[src/rtl/temp_lock_pkg.sv]
`timescale 1ns/10ps
package temp_lock_pkg;
  localparam int unsigned REG_W = 8;
  typedef logic [REG_W-1:0] reg_byte_t;
endpackage

[src/rtl/temp_lock_ctrl.sv]
`timescale 1ns/10ps
module temp_lock_ctrl #(
  parameter int unsigned NUM_REGS = 4,
  parameter int unsigned AW       = 2
) (
  input  logic          clk_i,
  input  logic          rst_ni,
  input  logic          rd_i,
  input  logic [AW-1:0] rd_addr_i,
  output logic          lock_o,
  output logic          release_o
);
  logic                frozen_q;
  logic [NUM_REGS-1:0] seen_q, seen_nxt;

  // freeze takes effect on the edge of the first read
  assign lock_o    = frozen_q | rd_i;
  assign seen_nxt  = seen_q | (rd_i ? (NUM_REGS'(1) << rd_addr_i) : '0);
  assign release_o = lock_o & (&seen_nxt);

  always_ff @(posedge clk_i or negedge rst_ni) begin
    if (!rst_ni) begin
      frozen_q <= 1'b0;
      seen_q   <= '0;
    end else if (release_o) begin
      frozen_q <= 1'b0;
      seen_q   <= '0;
    end else if (lock_o) begin
      frozen_q <= 1'b1;
      seen_q   <= seen_nxt;
    end
  end

  assert_idle_mask_R6: assert property (@(posedge clk_i) disable iff (!rst_ni)
    !frozen_q |-> (seen_q == '0));
  assert_release_clears_R6: assert property (@(posedge clk_i) disable iff (!rst_ni)
    release_o |=> (!frozen_q && seen_q == '0));
  assert_freeze_on_read_R4: assert property (@(posedge clk_i) disable iff (!rst_ni)
    (rd_i && !release_o) |=> frozen_q);
  assert_release_needs_read_R5: assert property (@(posedge clk_i) disable iff (!rst_ni)
    $fell(frozen_q) |-> $past(rd_i));
  assert_dup_read_R5: assert property (@(posedge clk_i) disable iff (!rst_ni)
    (frozen_q && rd_i && seen_q[rd_addr_i]) |=> (frozen_q && seen_q == $past(seen_q)));
endmodule

[src/rtl/temp_sens_slot.sv]
`timescale 1ns/10ps
module temp_sens_slot #(
  parameter int unsigned SAMPLE_W  = 16,
  parameter bit          SHADOW_EN = 1'b1
) (
  input  logic                clk_i,
  input  logic                rst_ni,
  input  logic                en_i,
  input  logic                vld_i,
  input  logic [SAMPLE_W-1:0] data_i,
  input  logic                lock_i,
  input  logic                release_i,
  output logic [SAMPLE_W-1:0] val_o
);
  logic [SAMPLE_W-1:0] val_q, shad_q;
  logic                shad_vld_q;
  logic                take_new;

  assign take_new = en_i & vld_i;
  assign val_o    = val_q;

  always_ff @(posedge clk_i or negedge rst_ni) begin
    if (!rst_ni) begin
      val_q <= '0;
    end else if (!lock_i) begin
      if (take_new) val_q <= data_i;
    end else if (release_i) begin
      // a sample on the release edge is newer than the shadow
      if (take_new)        val_q <= data_i;
      else if (shad_vld_q) val_q <= shad_q;
    end
  end

  generate
    if (SHADOW_EN) begin : g_shadow
      always_ff @(posedge clk_i or negedge rst_ni) begin
        if (!rst_ni) begin
          shad_q     <= '0;
          shad_vld_q <= 1'b0;
        end else if (release_i) begin
          shad_vld_q <= 1'b0;
        end else if (lock_i && take_new) begin
          shad_q     <= data_i;
          shad_vld_q <= 1'b1;
        end
      end
    end else begin : g_drop
      assign shad_q     = '0;
      assign shad_vld_q = 1'b0;

      assert_drop_R7: assert property (@(posedge clk_i) disable iff (!rst_ni)
        (release_i && !take_new) |=> $stable(val_q));
    end
  endgenerate

  assert_hold_locked_R4: assert property (@(posedge clk_i) disable iff (!rst_ni)
    (lock_i && !release_i) |=> $stable(val_q));
  assert_disabled_hold_R9: assert property (@(posedge clk_i) disable iff (!rst_ni)
    (!en_i && !(release_i && shad_vld_q)) |=> $stable(val_q));
  assert_capture_R3: assert property (@(posedge clk_i) disable iff (!rst_ni)
    (!lock_i && en_i && vld_i) |=> (val_q == $past(data_i)));
endmodule

[src/rtl/temp_snap_lock.sv]
`timescale 1ns/10ps
module temp_snap_lock #(
  parameter int unsigned SAMPLE_W  = 16,
  parameter int unsigned NUM_SENS  = 2,
  parameter bit          SHADOW_EN = 1'b1,
  localparam int unsigned BYTES_PER = (SAMPLE_W + temp_lock_pkg::REG_W - 1) / temp_lock_pkg::REG_W,
  localparam int unsigned NUM_REGS  = NUM_SENS * BYTES_PER,
  localparam int unsigned AW        = (NUM_REGS > 1) ? $clog2(NUM_REGS) : 1
) (
  input  logic                         clk_i,
  input  logic                         rst_ni,
  input  logic [NUM_SENS-1:0]          sens_en_i,
  input  logic [NUM_SENS-1:0]          smp_vld_i,
  input  logic [NUM_SENS*SAMPLE_W-1:0] smp_data_i,
  input  logic                         rd_i,
  input  logic [AW-1:0]                rd_addr_i,
  output temp_lock_pkg::reg_byte_t     rd_data_o
);
  import temp_lock_pkg::*;

  localparam int unsigned SLOT_W = BYTES_PER * REG_W;

  logic                       lock, release_w;
  logic [NUM_REGS*REG_W-1:0]  val_flat;

  temp_lock_ctrl #(.NUM_REGS(NUM_REGS), .AW(AW)) u_ctrl (
    .clk_i     (clk_i),
    .rst_ni    (rst_ni),
    .rd_i      (rd_i),
    .rd_addr_i (rd_addr_i),
    .lock_o    (lock),
    .release_o (release_w)
  );

  generate
    for (genvar k = 0; k < NUM_SENS; k++) begin : g_sens
      logic [SAMPLE_W-1:0] val;
      temp_sens_slot #(.SAMPLE_W(SAMPLE_W), .SHADOW_EN(SHADOW_EN)) u_slot (
        .clk_i     (clk_i),
        .rst_ni    (rst_ni),
        .en_i      (sens_en_i[k]),
        .vld_i     (smp_vld_i[k]),
        .data_i    (smp_data_i[k*SAMPLE_W +: SAMPLE_W]),
        .lock_i    (lock),
        .release_i (release_w),
        .val_o     (val)
      );
      assign val_flat[k*SLOT_W +: SLOT_W] = SLOT_W'(val);
    end
  endgenerate

  assign rd_data_o = val_flat[int'(rd_addr_i)*REG_W +: REG_W];

  assert_frozen_stable_R4: assert property (@(posedge clk_i) disable iff (!rst_ni)
    (lock && !release_w) |=> $stable(val_flat));
endmodule

[config.mk]
export PLATFORM = sky130hd
export DESIGN_NAME = temp_snap_lock
export DESIGN_NICKNAME = d
export VERILOG_FILES = /design/src/rtl/temp_lock_pkg.sv /design/src/rtl/temp_lock_ctrl.sv /design/src/rtl/temp_sens_slot.sv /design/src/rtl/temp_snap_lock.sv
export SDC_FILE = /design/constraint.sdc
export NUM_CORES = 1
export LEC_CHECK = 0
export CORE_MARGIN = 2
export CORE_UTILIZATION = 41
export CTS_CLUSTER_DIAMETER = 150
export DETAILED_ROUTE_END_ITERATION = 8
export GPL_ROUTABILITY_DRIVEN = 0
export HOLD_SLACK_MARGIN = 0.12
export MAX_ROUTING_LAYER = met4
export PLACE_DENSITY = 0.64
export REMOVE_ABC_BUFFERS = 1
export SLEW_MARGIN = 5
export SYNTH_ARGS = -nofsm -noshare
export SYNTH_HDL_FRONTEND = slang
export SYNTH_SLANG_ARGS = --single-unit
[constraint.sdc]
create_clock -name clk_i -period 1.95 [get_ports clk_i]
set_input_delay 0.2925 -clock clk_i [delete_from_list [all_inputs] [get_ports clk_i]]
set_output_delay 0.2925 -clock clk_i [all_outputs]
set_load 0.1 [all_outputs]
# Word-level counts from Yosys, hierarchy flattened
# Cells that the tools add are included.
[totals]
register_bits = 71
[op_classes]
bitwise = 6
n_reduce_logical = 13
eq_ne = 2
shifts = 2
mux = 19
[ops]
columns = ["op", "count"]
rows = [
  ["16-bit two-way mux", 10],
  ["32-bit by 6-bit indexed part select with 8-bit output", 1],
  ["4-bit two-way mux", 3],
  ["2-bit nonzero test", 6],
  ["1-bit two-way mux", 6],
  ["3-bit AND reduction", 2],
  ["4-bit bitwise OR", 1],
  ["2-bit AND reduction", 2],
  ["4-bit AND reduction", 1],
  ["1-bit by 2-bit left shift with 4-bit output (first input constant)", 1],
  ["1-bit AND", 3],
  ["3-bit != test (second input constant)", 1],
  ["1-bit logical AND", 2],
  ["2-bit != test (second input constant)", 1],
  ["1-bit NOT", 1],
  ["1-bit bitwise OR", 1],
]

# Logic depth before layout (Yosys ltp)
# Gate-level depths: netlist of the first run.
[logic_depth]
word_depth = 7
depth_mapped = 6

# By module
# From an unflattened synthesis of the first run, not the netlist that was laid out.
[hier_totals]
hier_cells = 297
hier_area_um2 = 3479.6
[modules_own_cells]
columns = ["module", "instances", "cells_each", "area_per_inst_um2", "seq_area_each_um2"]
rows = [
  ["temp_sens_slot", 2, 129, 1505.2, 825.8],
  ["temp_lock_ctrl", 1, 29, 272.8, 125.1],
  ["temp_snap_lock", 1, 10, 196.4, 0.0],
]

# Worst setup path before layout of the first run
# No wires, ideal clock.
[synth_path]
path_type = "input port to output port"
start = "input rd_addr_i[0]"
end = "output rd_data_o[6]"
slack_ns = -0.159
path_stages = 3
arrival_time_ns = 1.817
n_path_buf = 2
required_ns = 1.657
path_cell_list = "buf_6 clkbuf_1 mux4_1"
[synth_between]
elab_chain_cells = 1
[synth_rtl]
columns = ["element", "line", "source"]
rows = [
  ["start, declared", "temp_snap_lock.sv:16", "input logic [AW-1:0] rd_addr_i,"],
  ["32-bit by 6-bit indexed part select with 8-bit output", "temp_snap_lock.sv:52", "assign rd_data_o = val_flat[int'(rd_addr_i)*REG_W +: REG_W];"],
  ["end, declared", "temp_snap_lock.sv:17", "output temp_lock_pkg::reg_byte_t rd_data_o"],
]
# Every way passes these cells.

# Final worst setup path of the first run
[layout_path]
start = "input rd_addr_i[1]"
end = "output rd_data_o[2]"
# Same word-level chain as after synthesis.

==> results of run 1 <==
-- power groups by stage --
stage	Sequential, mW	Clock (mW)	Combinational (mW)
final	2.54	1.17	3.91
after global routing	2.64	1.27	4.14
after CTS	2.54	1.21	3.89
after detailed placement	2.56	0	3.87
after global placement	2.54	0	3.81
after floorplan	2.46	0	2.69
-- through the flow --
| step | setup TNS [ns] | instance area, sq um | utilization, % | cells | hold slack (ns) |
|---|---|---|---|---|---|
| 2_1_floorplan | -1.91 | 3520 | - | 218 | -0.00309 |
| 3_3_place_gp | -20.30 | 4520 | 52.4 | 402 | 0.352 |
| 3_5_place_dp | -20.78 | 4520 | 52.4 | 402 | 0.354 |
| 4_1_cts | -0.0684 | 4720 | 54.6 | 419 | 0.507 |
| 5_1_grt | 0 | 4740 | 54.9 | 420 | 0.488 |
| 6_report | 0 | 4740 | 54.9 | 420 | 0.482 |
-- final cells by class --
class                   count  area, sq um
repair buffers             78          897
clock buffers              12          145
fillers                   738         3890
clock inverters             4         45.0
flip-flops and latches     71         1780
multi-input cells         147         1740
well taps                 108          135
-- registers in the layout (all words and copies together), names as in the netlist --
signal                    count
u_ctrl.seen_q                 4
u_ctrl.frozen_q               1
g_sens.u_slot.shad_vld_q      2
g_sens.u_slot.shad_q         32
g_sens.u_slot.val_o          32
-- worst max-delay path: stages --
cell,delay [ns]
dlygate4sd2_1,0.32
buf_4,0.17
mux4_1,0.62
buf_12,0.20
-- cells in the final DEF, fill, tap and decap left out, drive strengths merged, types with 3 or more instances in the layout --
cell type,n
clkinv,3
o21ai,5
mux4,8
clkbuf,14
buf,37
a21o,3
nand2,12
a211oi,3
clkdlybuf4s50,36
mux2,96
dfrtp,71
-- layer usage --
metal  GRT usage [%]  wire length [um]
met3            4.08               272
met2            25.8              3520
met1            22.9              3490
met4            5.13                70
met5               -                 0
-- synthesized netlist by cell type, types with 3 or more instances --
cell	instances
a21o_1	3
buf_2	3
dfrtp_1	71
mux2_2	66
mux2_4	30
mux4_1	5
mux4_2	3
nand2_1	10
o21ai_0	3
-- how the worst min path moves through the flow --
| stage | cells after the start | slack [ns] | startpoint | to |
|---|---|---|---|---|
| 3_5_place_dp | 2 | 0.35 | rst_ni | u_ctrl.seen_q[1] |
| 3_3_place_gp | 2 | 0.35 | rst_ni | u_ctrl.seen_q[0] |
| 5_1_grt | 3 | 0.49 | rd_addr_i[0] | u_ctrl.seen_q[1] |
| 6_report | 3 | 0.48 | rd_addr_i[0] | u_ctrl.seen_q[3] |
| 4_1_cts | 3 | 0.51 | rst_ni | u_ctrl.seen_q[1] |
| 2_1_floorplan | 0 | -0.003 | rst_ni | g_sens[0].u_slot.shad_q[0] |
-- kinds of logic after synthesis --
logic type | count (synthesis) | share of synthesized area (%)
buffers and inverters | 10 | 2.86
AND/OR/NAND/NOR | 19 | 2.73
AO/OA/AOI/OAI | 22 | 6.25
multiplexers | 106 | 39.2
flip-flops | 71 | 49.0
-- what timing repair did --
item,4_1_cts,5_1_grt
gates resized for setup,3,4
gates cloned,0,1
endpoints found under the hold margin,71,0
setup endpoints to repair,9,7
hold buffers,1,0
==> flow_summary.ini, run 1 <==
[synthesis]
yosys_warnings = 0
synth_cells = 228
syn_area_per_cell_sq_um = 15.9
ys_async_sr_fraction_pct = 100
synth-main-ff-cell = dfrtp_1
ys_seq_area_share_pct = 49.0
synth_edf_count = 0
ys_ff_latch = 71
yosysTopAreaCell = dfrtp_1
synth_area_leaders = dfrtp_1 (49%), mux2_2 (20%), mux2_4 (12%)
synth_top_area_share_pct = 49.0
syn_area_sq_mm = 0.00363
synth_cell_types = 34

[worst_setup_path]
critPathLaunch = rd_addr_i[1]
startpoint_type = input port
crit_required_ns = 1.66
crit-reg2reg-launch = u_ctrl.frozen_q
reg2reg_to = g_sens[0].u_slot.val_o[4]
critPathArrivalTime_ns = 1.60
cp_max_fo = 5
crit_end = rd_data_o[2]
regToRegSetupSlack_ns = 0.08
r2r_cells = 5
criticalPathCategory = in2out
end_kind = output pin

[pwr]
leakage_nw = 2.02
total_power_mw = 7.62
p_int_mw = 4.96
p_switching_mw = 2.66
sw_frac_of_total_pct = 34.9
seq_power_share_pct = 33.3
p_clk_share_pct = 15.4
power_density_mw_per_mm2 = 1610
combinationalPowerShare_pct = 51.3
vdd_ir_drop_max_mv = 1.02

[timing]
setup_viol = 0
maxSlewHeadroom_pct = 74.4
fmax_ghz = 0.528
layout_setup_ws_ns = 0.0543
fin_crit_ns = 1.90
fin_worst_skew_ns = 0.0139
slew_violations = 0
max_slew.worst_pin.slew_ns = 0.384
finalHoldViolations = 0
fin_crit_sh_pct = 97.2
rsz0062_at_grt = no

[placement]
hpwl_mm = 5.02
portBuffers = 48
pre_cts_ws_ns = -0.357

[die]
coreArea_sq_mm = 0.00864
die_w_um = 98.0
fp-row-count = 34
start_util_pct = 42.0
die_area_sq_mm = 0.00961
io_pins = 49
die_h_um = 98.0

[cts]
cts_tree = yes
clock_latency_ns = 0.35
numCtsBuffers = 9
clk_pin_slew_ns = 0.07
htree_levels = 3
cts_setup_buffers = 0
cts-root-buf = clkbuf_8
cts_buffer_depth = 2
clock-sinks = 71

[outcome]
outcome = complete, no violations

[min_path]
min_path_type = in2reg

[finish]
area_delta_synth_final_pct = 30.8
drive_above_1_share_pct = 53.5
nNetsFinal = 348
insertedDiodeCount = 0

[routing]
wirelength_mm = 7.36
ant_nets = 0
drt_iter0_drc = 73
vias = 2154
viasPerCell = 5.13
dr.pass1.iters = 4
post_drt_wl_per_cell_um = 17.5
route.detailed.drc = 0

[global_routing]
grt_pass1_wl_mm = 12.2
antenna_found_initial = 0
grt_pass1_vias = 2410
grtUsageTotal_pct = 17.0
grt_overflow_total = 0
grt_max_degree = 72

[run]
cap_violations = 0
(Power assumes the default switching activity.)
==> run 2, diff against run 1 <==
--- a/config.mk
+++ b/config.mk
@@ -12,7 +12,7 @@
 export GPL_ROUTABILITY_DRIVEN = 0
 export HOLD_SLACK_MARGIN = 0.12
 export MAX_ROUTING_LAYER = met4
-export PLACE_DENSITY = 0.64
+export PLACE_DENSITY = 0.61
 export REMOVE_ABC_BUFFERS = 1
 export SLEW_MARGIN = 5
 export SYNTH_ARGS = -nofsm -noshare
==> constraint.sdc (replaced) <==
create_clock -name clk_i -period 2.37 [get_ports clk_i]
set_input_delay 0.3555 -clock clk_i [delete_from_list [all_inputs] [get_ports clk_i]]
set_output_delay 0.3555 -clock clk_i [all_outputs]
set_load 0.1 [all_outputs]
==> run 2 against run 1 <==
  * Clock-buffer cell count down 2
  * Register-to-register slack better by 0.42 ns
  * Via count down 0.74%
  * Utilization down 0.58 points
  * Die area unchanged
  * Cell count down 0.95%
  * Global-route usage down 0.59 points
  * Combinational power down 22%
  * Worst hold slack better by 0.019 ns
  * Worst setup slack better by 0.038 ns
  * Clock skew down 0.00076 ns
  * Sequential share of layout area up 0.40 points
  * Critical path type unchanged
  * Critical endpoint unchanged
  * Highest routed layer unchanged
==> flow_summary.ini, run 2 (synthesis results as in run 1) <==
[finish]
final_cell_mix = dfrtp_1 (71), mux2_2 (66), clkdlybuf4s50_1 (38), mux2_4 (30), buf_4 (20)
fin_cells = 416
drive_above_1_share_pct = 52.6
insertedDiodeCount = 0
fillers = 746
area_delta_synth_final_pct = 29.4
nNetsFinal = 344
fin_util_pct = 54.3
final_common_cell = dfrtp_1

[timing]
fin_hold_ws_ns = 0.501
fin_worst_skew_ns = 0.0131
maxSlewHeadroom_pct = 66.9
fmax_ghz = 0.439
finalHoldViolations = 0
fin_crit_ns = 2.28
rsz0062_at_grt = no
max_slew.worst_pin.slew_ns = 0.492
slew_violations = 0
fin_crit_sh_pct = 96.1
setup_viol = 0

[die]
start_util_pct = 42.0
die_area_sq_mm = 0.00961
die_w_um = 98.0
die_h_um = 98.0
fp-row-count = 34
coreArea_sq_mm = 0.00864
io_pins = 49

[worst_setup_path]
startpoint_type = input port
crit_required_ns = 2.01
end_kind = output pin
criticalPathCategory = in2out
critPathArrivalTime_ns = 1.92
cp_max_fo = 5

[placement]
portBuffers = 48
hpwl_mm = 5.05
dpl.cell_count = 399

[routing]
dr.pass1.iters = 4
viasPerCell = 5.14
route.met2.wl_mm = 3.16
wirelength_mm = 7.06
vias = 2138
route.detailed.drc = 0
drt_iter0_drc = 84
wl_met3_um = 229
wirelength_met1_mm = 3.53
top_layer_used = met4
post_drt_wl_per_cell_um = 17.0
ant_nets = 0

[pwr]
sw_frac_of_total_pct = 34.6
p_switching_mw = 2.16
seq_power_share_pct = 33.9
leakage_nw = 1.99
power_density_mw_per_mm2 = 1330
p_int_mw = 4.10
combinationalPowerShare_pct = 48.9
p_clk_share_pct = 17.3
vdd_ir_drop_max_mv = 0.766
total_power_mw = 6.26

[global_routing]
grtUsageTotal_pct = 16.4
grt_pass1_vias = 2321
grt_overflow_total = 0
antenna_found_initial = 0
grt_pass1_wl_mm = 11.9
grt_max_degree = 72

[cts]
cts_tree = yes
clock-sinks = 71
cts-root-buf = clkbuf_8
numCtsBuffers = 9
cts_buffer_depth = 2
clock_latency_ns = 0.35
cts_setup_buffers = 0
clk_pin_slew_ns = 0.07
htree_levels = 3

[min_path]
min_path_type = reg2reg

[outcome]
outcome = complete, no violations

[run]
cap_violations = 0
## run 2: cell types whose count changed in the layout (fill, tap and decap cells not counted)
cell,change
buf_12,-3
bufinv_16,+1
clkbuf_1,-2
clkbuf_16,-1
clkbuf_2,-1
clkdlybuf4s50_1,+2
clkinv_4,+1
dlymetal6s2s_1,-1
mux4_1,+1
mux4_2,-1
or2_1,+1
or2_4,-1
## run 2: routing by layer
metal | global-route usage [%] | up-vias
met3 | 3.01 | 12
met2 | 23.7 | 41
met4 | 6.30 | 0
met1 | 23.2 | 1079
met5 | - | -
li1 | - | 1006
## run 2: final timing paths
| path | slack [ns] | cells after the start | startpoint | end |
|---|---|---|---|---|
| setup / recovery | 0.09 | 4 | rd_addr_i[1] | rd_data_o[2] |
| hold / removal | 0.50 | 1 | g_sens[0].u_slot.val_o[14] | g_sens[0].u_slot.val_o[14] |
| setup reg to reg | 0.50 | 6 | u_ctrl.frozen_q | g_sens[1].u_slot.val_o[15] |
| hold reg to reg | 0.50 | 1 | g_sens[0].u_slot.val_o[14] | g_sens[0].u_slot.val_o[14] |
| max in group asynchronous | 1.48 | 3 | rst_ni | u_ctrl.seen_q[2] |
| min in group asynchronous | 0.54 | 3 | rst_ni | g_sens[1].u_slot.shad_vld_q |
## run 2: timing repair
| item | in CTS | in global routing |
|---|---|---|
| hold endpoints to repair | 71 | 0 |
| setup endpoints to repair | 4 | 0 |
| hold buffers | 1 | 0 |
| gates resized for setup | 1 | 0 |
## run 2: worst max-delay path, stage by stage
cell	delay (ns)
clkdlybuf4s50_1	0.58
buf_4	0.17
mux4_1	0.61
buf_12	0.20
## run 2: power by group through the flow
stage               clock (mW)  combinational (mW)  sequential, mW
finish                    1.08                3.06            2.12
global route              1.16                3.25            2.21
CTS                       1.11                3.10            2.13
detailed placement           0                3.09            2.15
global placement             0                3.05            2.13
floorplan                    0                2.21            2.02
## run 2: metrics by stage
step	cell area [sq um]	TNS (ns)	setup WS [ns]
after floorplan	3520	0	0.335
after global placement	4460	-0.208	-0.0413
after detailed placement	4460	-0.700	-0.0582
after CTS	4690	0	0.0805
after global routing	4690	0	0.0472
final	4690	0	0.0921
## run 2: cell type report
cell class | instances | area, sq um | share of cell area [%]
tap | 108 | 135 | 2.88
multi-input combinational | 147 | 1750 | 37.2
sequential | 71 | 1780 | 37.9
timing repair buffer | 74 | 815 | 17.4
clock buffer | 10 | 138 | 2.93
clock inverter | 6 | 83.8 | 1.79
